`src/rtl/psram_ctrl_pkg.sv`:
```
package psram_ctrl_pkg;

  typedef enum logic [2:0] {
    ST_PWR   = 3'd0,  // power-up wait, memory idle
    ST_DUMMY = 3'd1,  // init dummy cycle, chip enable low
    ST_DPRE  = 3'd2,  // init dummy precharge
    ST_IDLE  = 3'd3,
    ST_ACC   = 3'd4,  // host access, chip enable low
    ST_PRE   = 3'd5,  // precharge after host access
    ST_RLOW  = 3'd6,  // refresh strobe low
    ST_RHOLD = 3'd7   // refresh recovery
  } ctrl_state_e;

  // round a nanosecond limit up to whole clock cycles
  function automatic int ns_to_cyc(input int ns, input int clk_ns);
    return (ns + clk_ns - 1) / clk_ns;
  endfunction

  function automatic int max2(input int a, input int b);
    return (a > b) ? a : b;
  endfunction

endpackage

```
`src/rtl/psram_wait_cnt.sv`:
```
module psram_wait_cnt #(
  parameter int W       = 8,
  parameter int RST_LEN = 1
) (
  input  logic         clk,
  input  logic         rst_n,
  input  logic         load,
  input  logic [W-1:0] len,
  output logic         done
);

  logic [W-1:0] cnt;

  // a phase of length len stays in its state for len cycles
  always_ff @(posedge clk) begin
    if (!rst_n)            cnt <= W'(RST_LEN - 1);
    else if (load)         cnt <= len - W'(1);
    else if (cnt != '0)    cnt <= cnt - W'(1);
  end

  assign done = (cnt == '0);

endmodule

```
`src/rtl/psram_ref_timer.sv`:
```
module psram_ref_timer #(
  parameter int PERIOD = 780
) (
  input  logic clk,
  input  logic rst_n,
  input  logic en,
  input  logic grant,
  output logic tick,
  output logic pending
);

  localparam int TW = $clog2(PERIOD + 1);

  logic [TW-1:0] cnt;

  assign tick = en && (cnt == TW'(PERIOD - 1));

  always_ff @(posedge clk) begin
    if (!rst_n) begin
      cnt     <= '0;
      pending <= 1'b0;
    end else begin
      if (!en || tick) cnt <= '0;
      else             cnt <= cnt + TW'(1);
      if (tick)        pending <= 1'b1;
      else if (grant)  pending <= 1'b0;
    end
  end

endmodule

```
`src/rtl/psram_pin_decode.sv`:
```
module psram_pin_decode (
  input  psram_ctrl_pkg::ctrl_state_e state,
  input  logic                        we,
  input  logic [1:0]                  be,
  output logic                        ce_n,
  output logic                        oe_lo_n,
  output logic                        oe_hi_n,
  output logic                        we_lo_n,
  output logic                        we_hi_n,
  output logic                        dq_oe
);
  import psram_ctrl_pkg::*;

  logic in_acc, rd_phase, wr_phase;

  always_comb begin
    in_acc   = (state == ST_ACC);
    rd_phase = in_acc && !we;
    wr_phase = in_acc && we;
    ce_n     = !(in_acc || state == ST_DUMMY);
    oe_lo_n  = !(rd_phase || state == ST_RLOW);
    oe_hi_n  = !rd_phase;
    we_lo_n  = !(wr_phase && be[0]);
    we_hi_n  = !(wr_phase && be[1]);
    dq_oe    = wr_phase && (be != 2'b00);
  end

endmodule

```
`src/rtl/psram_ctrl.sv`:
```
module psram_ctrl
  import psram_ctrl_pkg::*;
#(
  parameter int ADDR_W       = 15,
  parameter int DATA_W       = 16,
  parameter int CLK_NS       = 20,
  parameter int T_CE         = ns_to_cyc(80, CLK_NS),
  parameter int T_WP         = ns_to_cyc(60, CLK_NS),
  parameter int T_PRE        = ns_to_cyc(50, CLK_NS),
  parameter int T_RC         = ns_to_cyc(140, CLK_NS),
  parameter int T_RFD        = ns_to_cyc(50, CLK_NS),
  parameter int T_FAP        = ns_to_cyc(30, CLK_NS),
  parameter int T_FCE        = ns_to_cyc(160, CLK_NS),
  parameter int T_FC         = ns_to_cyc(140, CLK_NS),
  parameter int T_CE_MAX     = ns_to_cyc(10000, CLK_NS),
  parameter int T_PWR        = ns_to_cyc(200000, CLK_NS),
  parameter int N_DUMMY      = 8,
  parameter int REF_INTERVAL = ns_to_cyc(15600, CLK_NS)
) (
  input  logic              clk,
  input  logic              rst_n,
  input  logic              req,
  input  logic              req_we,
  input  logic [ADDR_W-1:0] req_addr,
  input  logic [DATA_W-1:0] req_wdata,
  input  logic [1:0]        req_be,
  output logic              ack,
  output logic [DATA_W-1:0] rdata,
  output logic              init_done,
  output logic              mem_ce_n,
  output logic              mem_oe_lo_n,
  output logic              mem_oe_hi_n,
  output logic              mem_we_lo_n,
  output logic              mem_we_hi_n,
  output logic [ADDR_W-1:0] mem_addr,
  output logic [DATA_W-1:0] mem_dq_out,
  output logic              mem_dq_oe,
  input  logic [DATA_W-1:0] mem_dq_in
);

  // phase lengths in cycles
  localparam int ACC_CYC   = max2(T_CE, T_WP);
  localparam int PRE_CYC   = max2(max2(T_PRE, T_RFD), T_RC - ACC_CYC);
  localparam int RLOW_CYC  = T_FAP;
  localparam int RHOLD_CYC = max2(max2(T_FCE, T_FC) - T_FAP, 1);
  localparam int MAX_LEN   = max2(max2(T_PWR, ACC_CYC),
                                  max2(PRE_CYC, max2(RLOW_CYC, RHOLD_CYC)));
  localparam int CNT_W     = $clog2(MAX_LEN + 1);
  localparam int DUM_W     = $clog2(N_DUMMY + 1);

  ctrl_state_e       state, state_d;
  logic [CNT_W-1:0]  wlen;
  logic              wload, wdone;
  logic [DUM_W-1:0]  dummy_left;
  logic              last_dummy;
  logic              cmd_we;
  logic [1:0]        cmd_be;

  // named internal events
  logic ref_tick, ref_pend, rf_grant, acc_start, acc_end;

  assign last_dummy = (dummy_left == DUM_W'(1));
  assign rf_grant   = (state == ST_IDLE) && ref_pend;
  assign acc_start  = (state == ST_IDLE) && !ref_pend && req;
  assign acc_end    = (state == ST_ACC) && wdone;

  always_comb begin
    state_d = state;
    unique case (state)
      ST_PWR:   if (wdone) state_d = ST_DUMMY;
      ST_DUMMY: if (wdone) state_d = ST_DPRE;
      ST_DPRE:  if (wdone) state_d = last_dummy ? ST_IDLE : ST_DUMMY;
      ST_IDLE:  if (ref_pend)  state_d = ST_RLOW;
                else if (req)  state_d = ST_ACC;
      ST_ACC:   if (wdone) state_d = ST_PRE;
      ST_PRE:   if (wdone) state_d = ST_IDLE;
      ST_RLOW:  if (wdone) state_d = ST_RHOLD;
      ST_RHOLD: if (wdone) state_d = ST_IDLE;
      default:  state_d = ST_IDLE;
    endcase
  end

  always_comb begin
    wload = (state_d != state);
    unique case (state_d)
      ST_DUMMY, ST_ACC: wlen = CNT_W'(ACC_CYC);
      ST_DPRE,  ST_PRE: wlen = CNT_W'(PRE_CYC);
      ST_RLOW:          wlen = CNT_W'(RLOW_CYC);
      ST_RHOLD:         wlen = CNT_W'(RHOLD_CYC);
      default:          wlen = CNT_W'(1);
    endcase
  end

  psram_wait_cnt #(
    .W       (CNT_W),
    .RST_LEN (T_PWR)
  ) u_wait (
    .clk   (clk),
    .rst_n (rst_n),
    .load  (wload),
    .len   (wlen),
    .done  (wdone)
  );

  psram_ref_timer #(
    .PERIOD (REF_INTERVAL)
  ) u_ref (
    .clk     (clk),
    .rst_n   (rst_n),
    .en      (init_done),
    .grant   (rf_grant),
    .tick    (ref_tick),
    .pending (ref_pend)
  );

  always_ff @(posedge clk) begin
    if (!rst_n) begin
      state      <= ST_PWR;
      dummy_left <= DUM_W'(N_DUMMY);
      init_done  <= 1'b0;
      ack        <= 1'b0;
      rdata      <= '0;
      cmd_we     <= 1'b0;
      cmd_be     <= 2'b00;
      mem_addr   <= '0;
      mem_dq_out <= '0;
    end else begin
      state <= state_d;
      ack   <= acc_end;
      if (acc_end && !cmd_we) rdata <= mem_dq_in;
      if (acc_start) begin
        cmd_we     <= req_we;
        cmd_be     <= req_be;
        mem_addr   <= req_addr;
        mem_dq_out <= req_wdata;
      end
      if (state == ST_DPRE && wdone) begin
        dummy_left <= dummy_left - DUM_W'(1);
        if (last_dummy) init_done <= 1'b1;
      end
    end
  end

  psram_pin_decode u_pins (
    .state   (state),
    .we      (cmd_we),
    .be      (cmd_be),
    .ce_n    (mem_ce_n),
    .oe_lo_n (mem_oe_lo_n),
    .oe_hi_n (mem_oe_hi_n),
    .we_lo_n (mem_we_lo_n),
    .we_hi_n (mem_we_hi_n),
    .dq_oe   (mem_dq_oe)
  );

endmodule

```
`config.mk`:
```
export PLATFORM = sky130hd
export DESIGN_NAME = psram_ctrl
export DESIGN_NICKNAME = d
export VERILOG_FILES = /design/src/rtl/psram_ctrl_pkg.sv /design/src/rtl/psram_wait_cnt.sv /design/src/rtl/psram_ref_timer.sv /design/src/rtl/psram_pin_decode.sv /design/src/rtl/psram_ctrl.sv
export SDC_FILE = /design/constraint.sdc
export NUM_CORES = 1
export LEC_CHECK = 0
export BUFFER_PORTS_ARGS = -buffer_cell sky130_fd_sc_hd__buf_2
export CAP_MARGIN = 0
export CORE_MARGIN = 2
export CORE_UTILIZATION = 39
export CTS_CLUSTER_DIAMETER = 150
export DETAILED_ROUTE_END_ITERATION = 10
export GPL_ROUTABILITY_DRIVEN = 0
export GPL_TIMING_DRIVEN = 0
export SYNTH_ARGS = -nofsm -noshare
export SYNTH_HDL_FRONTEND = slang
export SYNTH_SLANG_ARGS = --single-unit
```
`constraint.sdc`:
```
create_clock -name clk -period 3.05 [get_ports clk]
set_clock_uncertainty 0.1 [all_clocks]
set_input_delay 0 -clock clk [delete_from_list [all_inputs] [get_ports clk]]
set_output_delay 0 -clock clk [all_outputs]
set_load 0.02 [all_outputs]
```
# [Yosys cells after proc, flatten, opt, wreduce, memory -nomap -nowiden]
# Cells that the tools add are included.
[classes] reduce_logical=34 bitwise_logic=1 add_sub_neg=4 n_eq_ne=16 n_mux=15
[ops] operator="$mux W14" n=2
[ops] operator="$eq A3 B3 Y1 const B" n=8
[ops] operator="$mux W3" n=8
[ops] operator="$pmux W3 S7" n=1
[ops] operator="$logic_not A14 Y1" n=1
[ops] operator="$reduce_bool A14 Y1" n=1
[ops] operator="$sub A14 B1 Y14 const B" n=1
[ops] operator="$logic_and A1 B1 Y1" n=12
[ops] operator="$pmux W3 S4" n=1
[ops] operator="$add A10 B1 Y10 const B" n=1
[ops] operator="$eq A10 B10 Y1 const B" n=1
[ops] operator="$eq A3 B2 Y1 const B" n=3
[ops] operator="$logic_not A1 Y1" n=8
[ops] operator="$reduce_or A2 Y1" n=4
[ops] operator="$eq A3 B1 Y1 const B" n=2
[ops] operator="$reduce_bool A2 Y1" n=3
[ops] operator="$eq A4 B1 Y1 const B" n=1
[ops] operator="$sub A3 B1 Y4 const B" n=1
[ops] operator="$sub A4 B1 Y4 const B" n=1
[ops] operator="$logic_not A3 Y1" n=1
[ops] operator="$logic_or A1 B1 Y1" n=3
[ops] operator="$ne A3 B3 Y1" n=1
[ops] operator="$mux W1" n=2
[ops] operator="$mux W2" n=1
[ops] operator="2 further kinds" n=2
[word_totals] ff_bits=84 elab_cells=82 input_bits=53 output_inout_bits=55

# [Depth between registers and ports, before layout]
# Gate-level depths: netlist of run 1.
[depth] depth_word=9 ltp_mapped=8 mapped_depth_nobuf=6

# [Hierarchy]
# A second synthesis of run 1 with hierarchy kept.
[unflattened] hier_cells=432 area_unflattened_um2=3893.7
[by_module_without_submodules] module="psram_ctrl" instances=1 cells_per_inst=263 seq_area_each_um2=1181.1 area_per_inst_um2=2328.5
[by_module_without_submodules] module="psram_wait_cnt" instances=1 cells_per_inst=107 seq_area_each_um2=280.3 area_per_inst_um2=998.5
[by_module_without_submodules] module="psram_ref_timer" instances=1 cells_per_inst=53 seq_area_each_um2=220.2 area_per_inst_um2=500.5
[by_module_without_submodules] module="psram_pin_decode" instances=1 cells_per_inst=9 seq_area_each_um2=0.0 area_per_inst_um2=66.3

# [Least setup slack after synthesis of run 1]
# No wires, ideal clock.
[synth_path] kind="register to register" from="register u_wait.cnt[0]" to="register u_wait.cnt[2]" setup_ps=148 path_stages_with_launch=8 arrival_ps=1882 setup_slack_ps=920 synth_period_minus_slack_ps=2130 path_cell_list="dfxtp_1 -> inv_1 -> ha_1 -> or3b_2 -> clkbuf_1 -> o41a_1 -> nor2_1 -> o311ai_0"
[synth_between] elab_chain_cells=8 elab_cells_between_ends=24
[synth_rtl] element="start, declared" line_no="psram_wait_cnt.sv:12" text="logic [W-1:0] cnt;"
[synth_rtl] element="start signal, assigned" line_no="psram_wait_cnt.sv:16" text="if (!rst_n) cnt <= W'(RST_LEN - 1);"
[synth_rtl] element="start signal, assigned" line_no="psram_wait_cnt.sv:17" text="else if (load) cnt <= len - W'(1);"
[synth_rtl] element="start signal, assigned" line_no="psram_wait_cnt.sv:18" text="else if (cnt != '0) cnt <= cnt - W'(1);"
[synth_rtl] element="$logic_not A14 Y1" line_no="psram_wait_cnt.sv:21" text="assign done = (cnt == '0);"
[synth_rtl] element="$mux W3 (tied with other cells)" line_no="psram_ctrl.sv:76, psram_ctrl.sv:78"
[synth_rtl] element="$pmux W3 S7" line_no="psram_ctrl.sv:69" text="unique case (state)"
[synth_rtl] element="$eq A3 B2 Y1 (tied with other cells)" line_no="psram_ctrl.sv:85" text="unique case (state_d)"
[synth_rtl] element="$reduce_or A2 Y1" line_no="psram_ctrl.sv:85"
[synth_rtl] element="$pmux W3 S4" line_no="psram_ctrl.sv:85"
[synth_rtl] element="$sub A3 B1 Y4" line_no="psram_wait_cnt.sv:17"
[synth_rtl] element="$mux W14" line_no="psram_wait_cnt.sv:17"
# Parallel ways exist; a longest one is shown, timed or not. The select of a mux whose other input is x is not followed.
# A chain may end at the register's enable or synchronous reset.

# [Final worst setup path of run 1]
[layout_path] from="register u_wait.cnt[0]" to="register rdata[7]"
[layout_between] elab_chain_cells=3
[layout_rtl] element="$logic_not A14 Y1" line_no="psram_wait_cnt.sv:21"
[layout_rtl] element="$logic_and A1 B1 Y1" line_no="psram_ctrl.sv:65" text="assign acc_end = (state == ST_ACC) && wdone;"
[layout_rtl] element="$logic_and A1 B1 Y1" line_no="psram_ctrl.sv:130" text="if (acc_end && !cmd_we) rdata <= mem_dq_in;"
[layout_rtl] element="end signal, assigned" line_no="psram_ctrl.sv:130"
[layout_rtl] element="end, declared" line_no="psram_ctrl.sv:28" text="output logic [DATA_W-1:0] rdata,"
# Every way passes these cells.

==> metrics.csv, run 1 <==
stage;metric;value;unit
setup_path;Setup Crit Path Kind;reg -> reg;
clock_tree;Worst-Skew Late Latency;350;ps
logic_synthesis;#FFs+latches synth;84;
logic_synthesis;post-synthesis sequential area ratio;47.6;%
detailed_routing;1st-iter DRT viols;213;
power_and_ir_drop;Design Power;2.17;mW
final_layout;n_diodes;0;
sta;setup tns final;0;ps
logic_synthesis;Synth Net Count;492;
placed_design;port bufs;107;
setup_path;Data arrival, critical path;2680;ps
detailed_routing;first-pass detailed-route iteration total;4;
sta;max_slew headroom;36.9;%
logic_synthesis;unique cell type count in the Yosys netlist;50;
grt;first-pass GRT wire length;16.4;mm
logic_synthesis;Avg Inst Size Synth;8.12;um2
sta;Slew @ Worst Pin;939;ps
setup_path;Crit-path slowest cell;or3b_2;
setup_path;critical-path cell list;inv_1 > ha_1 > or3b_2 > clkbuf_1 > nor4_4 > buf_4 > nand3_1 > a21oi_1;
floorplan;Boundary Pins;108;
setup_path;Worst path max stage delay;450;ps
final_layout;commonest non-fill, non-tap cell in the layout;buf_2;
final_layout;fraction of layout cells with a size suffix above 1;22.3;%
placed_design;Final HPWL DP;6.78;mm
setup_path;Buffers & Inverters on Critical Path;3;
setup_path;reg2reg path depth;8;
detailed_routing;DR WL/cell;14.3;um
setup_path;CP delay by family, top;simple AND/OR/NAND/NOR gates;
worst_hold_path;hold path cells;4;
placed_design;# placed instances;650;
sta;minimum clock period;2510;ps
floorplan;Rows;34;
clock_tree;Max clock buf depth;2;
logic_synthesis;number of flops mapped to enable cells by yosys;0;
floorplan;core area;0.00876;mm2
logic_synthesis;Yosys warning total;0;
clock_tree;clock root buffer;clkbuf_8;
final_layout;non-filler cells, final;718;
outcome;status;finished clean;
detailed_routing;Antenna Nets Post-Route;0;
clock_tree;CTS tree;done;
setup_path;Crit. End Element;flop;
grt;vias in the first global route;3520;
clock_tree;cts bufs inserted;9;
detailed_routing;# DRC;0;
grt;pin count of the biggest net entering global routing;15;
floorplan;Die X-Extent;99.2;um
setup_path;reg-to-reg slack, setup;540;ps
worst_hold_path;Worst Hold Class;in -> reg;
setup_path;Worst Path Required;3210;ps
worst_hold_path;Hold EP;mem_addr[0];
grt;GRT Util Overall;20.5;%
sta;achievable clock frequency;398;MHz
grt;initial antenna violation count;0;
logic_synthesis;cells after synthesis;435;
power_and_ir_drop;PD cells;438;mW/mm2
logic_synthesis;Synth Cell Area;0.00353;mm2
setup_path;reg2reg end;rdata[7];
sta;final number of max-transition violations;0;
clock_tree;Clock transition at path regs;90;ps
power_and_ir_drop;Max VDD drop;0.000278;V
grt;gr ovfl total;0;
detailed_routing;vias per cell;5.12;
final_layout;Nets;662;
final_layout;most frequent cells in the layout;109 x buf_2, 84 x dfxtp_1, 79 x nand2_1, 61 x a21oi_1, 52 x dlygate4sd3_1;
sta;fin crit share;82.4;%
setup_path;Worst setup SP type;flop;
sta;RSZ-0062 raised after global routing;no;
placed_design;placed inst area;0.00420;mm2
setup_path;RR Startpoint;u_wait.cnt[0];
sta;final hold vios;0;
floorplan;Die Ht;99.2;um
final_layout;synth-to-layout area growth;40.6;%
final_layout;Finished Cell Area;0.00497;mm2
clock_tree;H-tree levels;3;
sta;Setup violations, final;0;
clock_tree;clock sink count;84;
worst_hold_path;Hold Crit Start;req_addr[0];
job;max-cap violation count;0;
power_and_ir_drop;LEAKAGE;1.94;nW
setup_path;critical path fanouts, max;10;
final_layout;Fillers;820;
detailed_routing;final wirelength;10.3;mm
floorplan;Die ar.;0.00984;mm2
detailed_routing;via count;3678;
logic_synthesis;top_reg_cell synth;dfxtp_1;
floorplan;Initial Util;40.3;%
final_layout;final core occ;56.7;%
logic_synthesis;ys async rst share;0;%
==> cell families (layout without fill, tap and decap cells) <==
logic type / Yosys count / after routing / synth area share, %
xor gates and xnor gates: 14 / 14 / 3.47
and+or+nand+nor: 177 / 177 / 23.5
adders and majority gates: 4 / 4 / 1.42
DFF: 84 / 84 / 47.6
AOI/OAI and AO/OA: 116 / 116 / 19.3
buffers and inverters: 40 / 215 / 4.74
==> worst max-delay path by stage <==
stage	startpoint	to	slack, ps	cells after the start
2_1_floorplan	u_wait.cnt[0]	u_wait.cnt[2]	920	7
3_3_place_gp	state[2]	rdata[15]	440	7
3_5_place_dp	state[2]	rdata[7]	400	7
4_1_cts	state[2]	mem_oe_hi_n	220	6
5_1_grt	u_wait.cnt[0]	rdata[7]	330	8
6_report	u_wait.cnt[0]	rdata[7]	540	8
==> sequential cells by signal, summed over array words and instances, names as in the netlist <==
name           flops
u_ref.pending      1
cmd_we             1
mem_addr          15
init_done          1
mem_dq_out        16
u_ref.cnt         10
u_wait.cnt        14
state              3
ack                1
dummy_left         4
cmd_be             2
rdata             16
==> cells in the mapped netlist (3+ instances only) <==
library cell  number  share of area (%)
inv_1             12                1.3
o21ai_0           26                3.7
o41ai_1            3               0.74
dfxtp_1           84                 48
xor2_1             7                1.7
nand4_1            4               0.71
nand2_1           79                8.4
ha_1               4                1.4
xnor2_1            7                1.7
and2_1             3               0.53
nand3_1           27                3.8
nor4_1             5               0.89
o31ai_1            3               0.64
a311oi_1           4               0.99
clkbuf_1          23                2.4
or4_1              5                1.1
nor3_1             9                1.3
a21oi_1           61                8.6
nor2_1            27                2.9
==> timing repair <==
item,4_1_cts,5_1_grt
gates resized for setup,0,1
setup buffers,0,0
endpoints found under the hold margin,61,0
hold buffers,52,0
endpoints found under the setup margin,0,1
==> cell type report <==
cell class | instances | area, um2 | share of cell area (%)
repair buffers | 159 | 1060 | 21.3
multi-input cells | 311 | 1690 | 34.0
flip-flops and latches | 84 | 1680 | 33.8
inverters | 12 | 45.0 | 0.907
clock buffers | 10 | 128 | 2.57
clock inverters | 6 | 111 | 2.24
well taps | 108 | 135 | 2.72
plain buffers | 28 | 123 | 2.47
==> power breakdown <==
group	switching (mW)	internal, mW
Clock	0.402	0.546
Sequential	0.00343	1.10
Combinational	0.0467	0.0771
Total	0.452	1.72
==> metrics by stage <==
step	setup slack [ps]	hold WS, ps
after floorplan	920	36.0
after global placement	444	142
after detailed placement	399	148
after CTS	218	320
after global routing	331	326
final	537	330
==> routing by layer <==
metal	track usage, %	vias up	wire (um)	part of all wire, %
met5	0	-	0	0
met4	8.32	0	212	2.1
met3	3.87	21	521	5.1
met2	34.3	109	4920	48
met1	26.1	1691	4600	45
li1	-	1857	-	-
==> worst min-delay path: stages <==
cell           delay [ps]
dlygate4sd3_1         530
buf_2                 120
nand2_1                40
a21oi_1                50
No activity file was read; power rests on OpenSTA's default activity.
==> run 2: changes to the inputs <==
Clock period 3.05 ns to 2.6 ns, I/O delays scaled along.
==> metrics.csv, run 2 (synthesis results as in run 1) <==
stage;metric;value;unit
power_and_ir_drop;LEAKAGE;1.94;nW
placed_design;Place WS;-51.2;ps
sta;fin crit share;94.5;%
detailed_routing;Antenna Nets Post-Route;0;
final_layout;most frequent cells in the layout;109 x buf_2, 84 x dfxtp_1, 79 x nand2_1, 61 x a21oi_1, 52 x dlygate4sd3_1;
outcome;status;finished clean;
power_and_ir_drop;internal power;2.02;mW
clock_tree;clock sink count;84;
clock_tree;cts bufs inserted;9;
power_and_ir_drop;clock network power share;43.6;%
grt;first-pass GRT wire length;16.5;mm
setup_path;Crit. End Element;flop;
power_and_ir_drop;switching power;529;uW
sta;Slew @ Worst Pin;923;ps
floorplan;core area;0.00876;mm2
setup_path;critical path fanouts, max;9;
clock_tree;Clock transition at path regs;90;ps
grt;pin count of the biggest net entering global routing;15;
clock_tree;Max clock buf depth;2;
detailed_routing;# DRC;0;
grt;initial antenna violation count;0;
power_and_ir_drop;PD cells;511;mW/mm2
power_and_ir_drop;switching share of total power;20.8;%
final_layout;Nets;663;
setup_path;RR Startpoint;u_wait.cnt[0];
floorplan;Rows;34;
detailed_routing;first-pass detailed-route iteration total;4;
placed_design;port bufs;107;
final_layout;synth-to-layout area growth;41.3;%
setup_path;Worst setup SP type;flop;
worst_hold_path;Hold Crit Start;req_addr[0];
sta;PnR worst setup slack;143;ps
grt;GRT Util Overall;20.5;%
power_and_ir_drop;Max VDD drop;0.000326;V
setup_path;Setup Crit Path Kind;reg -> reg;
clock_tree;H-tree levels;3;
floorplan;Boundary Pins;108;
job;max-cap violation count;0;
final_layout;fraction of layout cells with a size suffix above 1;22.9;%
final_layout;Finished Cell Area;0.00499;mm2
floorplan;Die X-Extent;99.2;um
placed_design;# placed instances;650;
sta;achievable clock frequency;407;MHz
sta;max_slew headroom;38.0;%
clock_tree;CTS tree;done;
final_layout;non-filler cells, final;719;
placed_design;Final HPWL DP;6.78;mm
worst_hold_path;Worst Hold Class;in -> reg;
detailed_routing;DR WL/cell;14.2;um
power_and_ir_drop;Gate power share;5.7;%
detailed_routing;final wirelength;10.2;mm
detailed_routing;1st-iter DRT viols;179;
sta;final hold vios;0;
final_layout;commonest non-fill, non-tap cell in the layout;buf_2;
sta;setup tns final;0;ps
power_and_ir_drop;Seq pwr share;50.7;%
detailed_routing;via count;3670;
floorplan;Die Ht;99.2;um
sta;minimum clock period;2460;ps
placed_design;placed inst area;0.00420;mm2
final_layout;Largest regs;mem_dq_out: 16 flops, rdata: 16 flops, mem_addr: 15 flops;
clock_tree;Worst-Skew Late Latency;340;ps
detailed_routing;vias per cell;5.10;
final_layout;n_diodes;0;
floorplan;Die ar.;0.00984;mm2
sta;final number of max-transition violations;0;
floorplan;Initial Util;40.3;%
setup_path;Worst Path Required;2720;ps
sta;Setup violations, final;0;
clock_tree;clock root buffer;clkbuf_8;
setup_path;critical path launch point;u_wait.cnt[0];
grt;gr ovfl total;0;
setup_path;Data arrival, critical path;2570;ps
grt;vias in the first global route;3532;
-- run 2: cell types whose count changed in the layout (fill, tap and decap cells not counted), sizes merged --
cell,previous run,this run
buf,112,113
-- run 2: critical path, stage by stage (launching register included) --
cell and delay (ps):
dfxtp_1 340, inv_1 90, ha_1 210, or3b_2 450
clkbuf_1 240, o41a_1 470, o21ai_2 340, a21oi_1 100
-- run 2: metrics by stage --
stage | utilization (%) | total power [mW] | hold slack [ps]
floorplan | - | 1.35 | 36.0
global placement | 48.0 | 1.40 | 142
detailed placement | 48.0 | 1.41 | 148
CTS | 56.7 | 2.57 | 320
global route | 57.0 | 2.65 | 326
finish | 57.0 | 2.55 | 332
-- run 2: final cells by class --
cell class | instances | area (um2)
Buffer | 28 | 123
Clock buffer | 10 | 128
Sequential cell | 84 | 1680
Fill cell | 813 | 3770
Clock inverter | 6 | 111
Timing Repair Buffer | 160 | 1060
Tap cell | 108 | 135
Inverter | 12 | 45.0
Multi-Input combinational cell | 311 | 1710
-- run 2: what timing repair did --
item                                    4_1_cts  5_1_grt
pin swaps                                     0        1
buffers inserted                              0        1
endpoints found under the hold margin        61        0
gates resized for setup                       1        4
endpoints found under the setup margin       10       26
hold buffers                                 52        0
-- run 2: final timing paths --
path         slack [ps]  depth (start not counted)             end
max                 140                          7  u_wait.cnt[11]
min                 330                          4     mem_addr[0]
max reg2reg         140                          7  u_wait.cnt[11]
min reg2reg         360                          2   mem_dq_out[0]
-- run 2: metal layers --
metal  vias up  routed length, um  GRT usage (%)
li1       1859                  -              -
met1      1681               4630           26.1
met2       109               4910           34.5
met3        21                478           3.87
met4         0                218           8.22
met5         -                  0              0
-- run 2: power by group through the flow --
stage | logic (mW) | registers (mW) | clock network [mW]
CTS | 0.142 | 1.29 | 1.14
global placement | 0.0807 | 1.32 | 0
finish | 0.146 | 1.29 | 1.11
global route | 0.156 | 1.29 | 1.20
detailed placement | 0.0819 | 1.32 | 0
floorplan | 0.0294 | 1.32 | 0
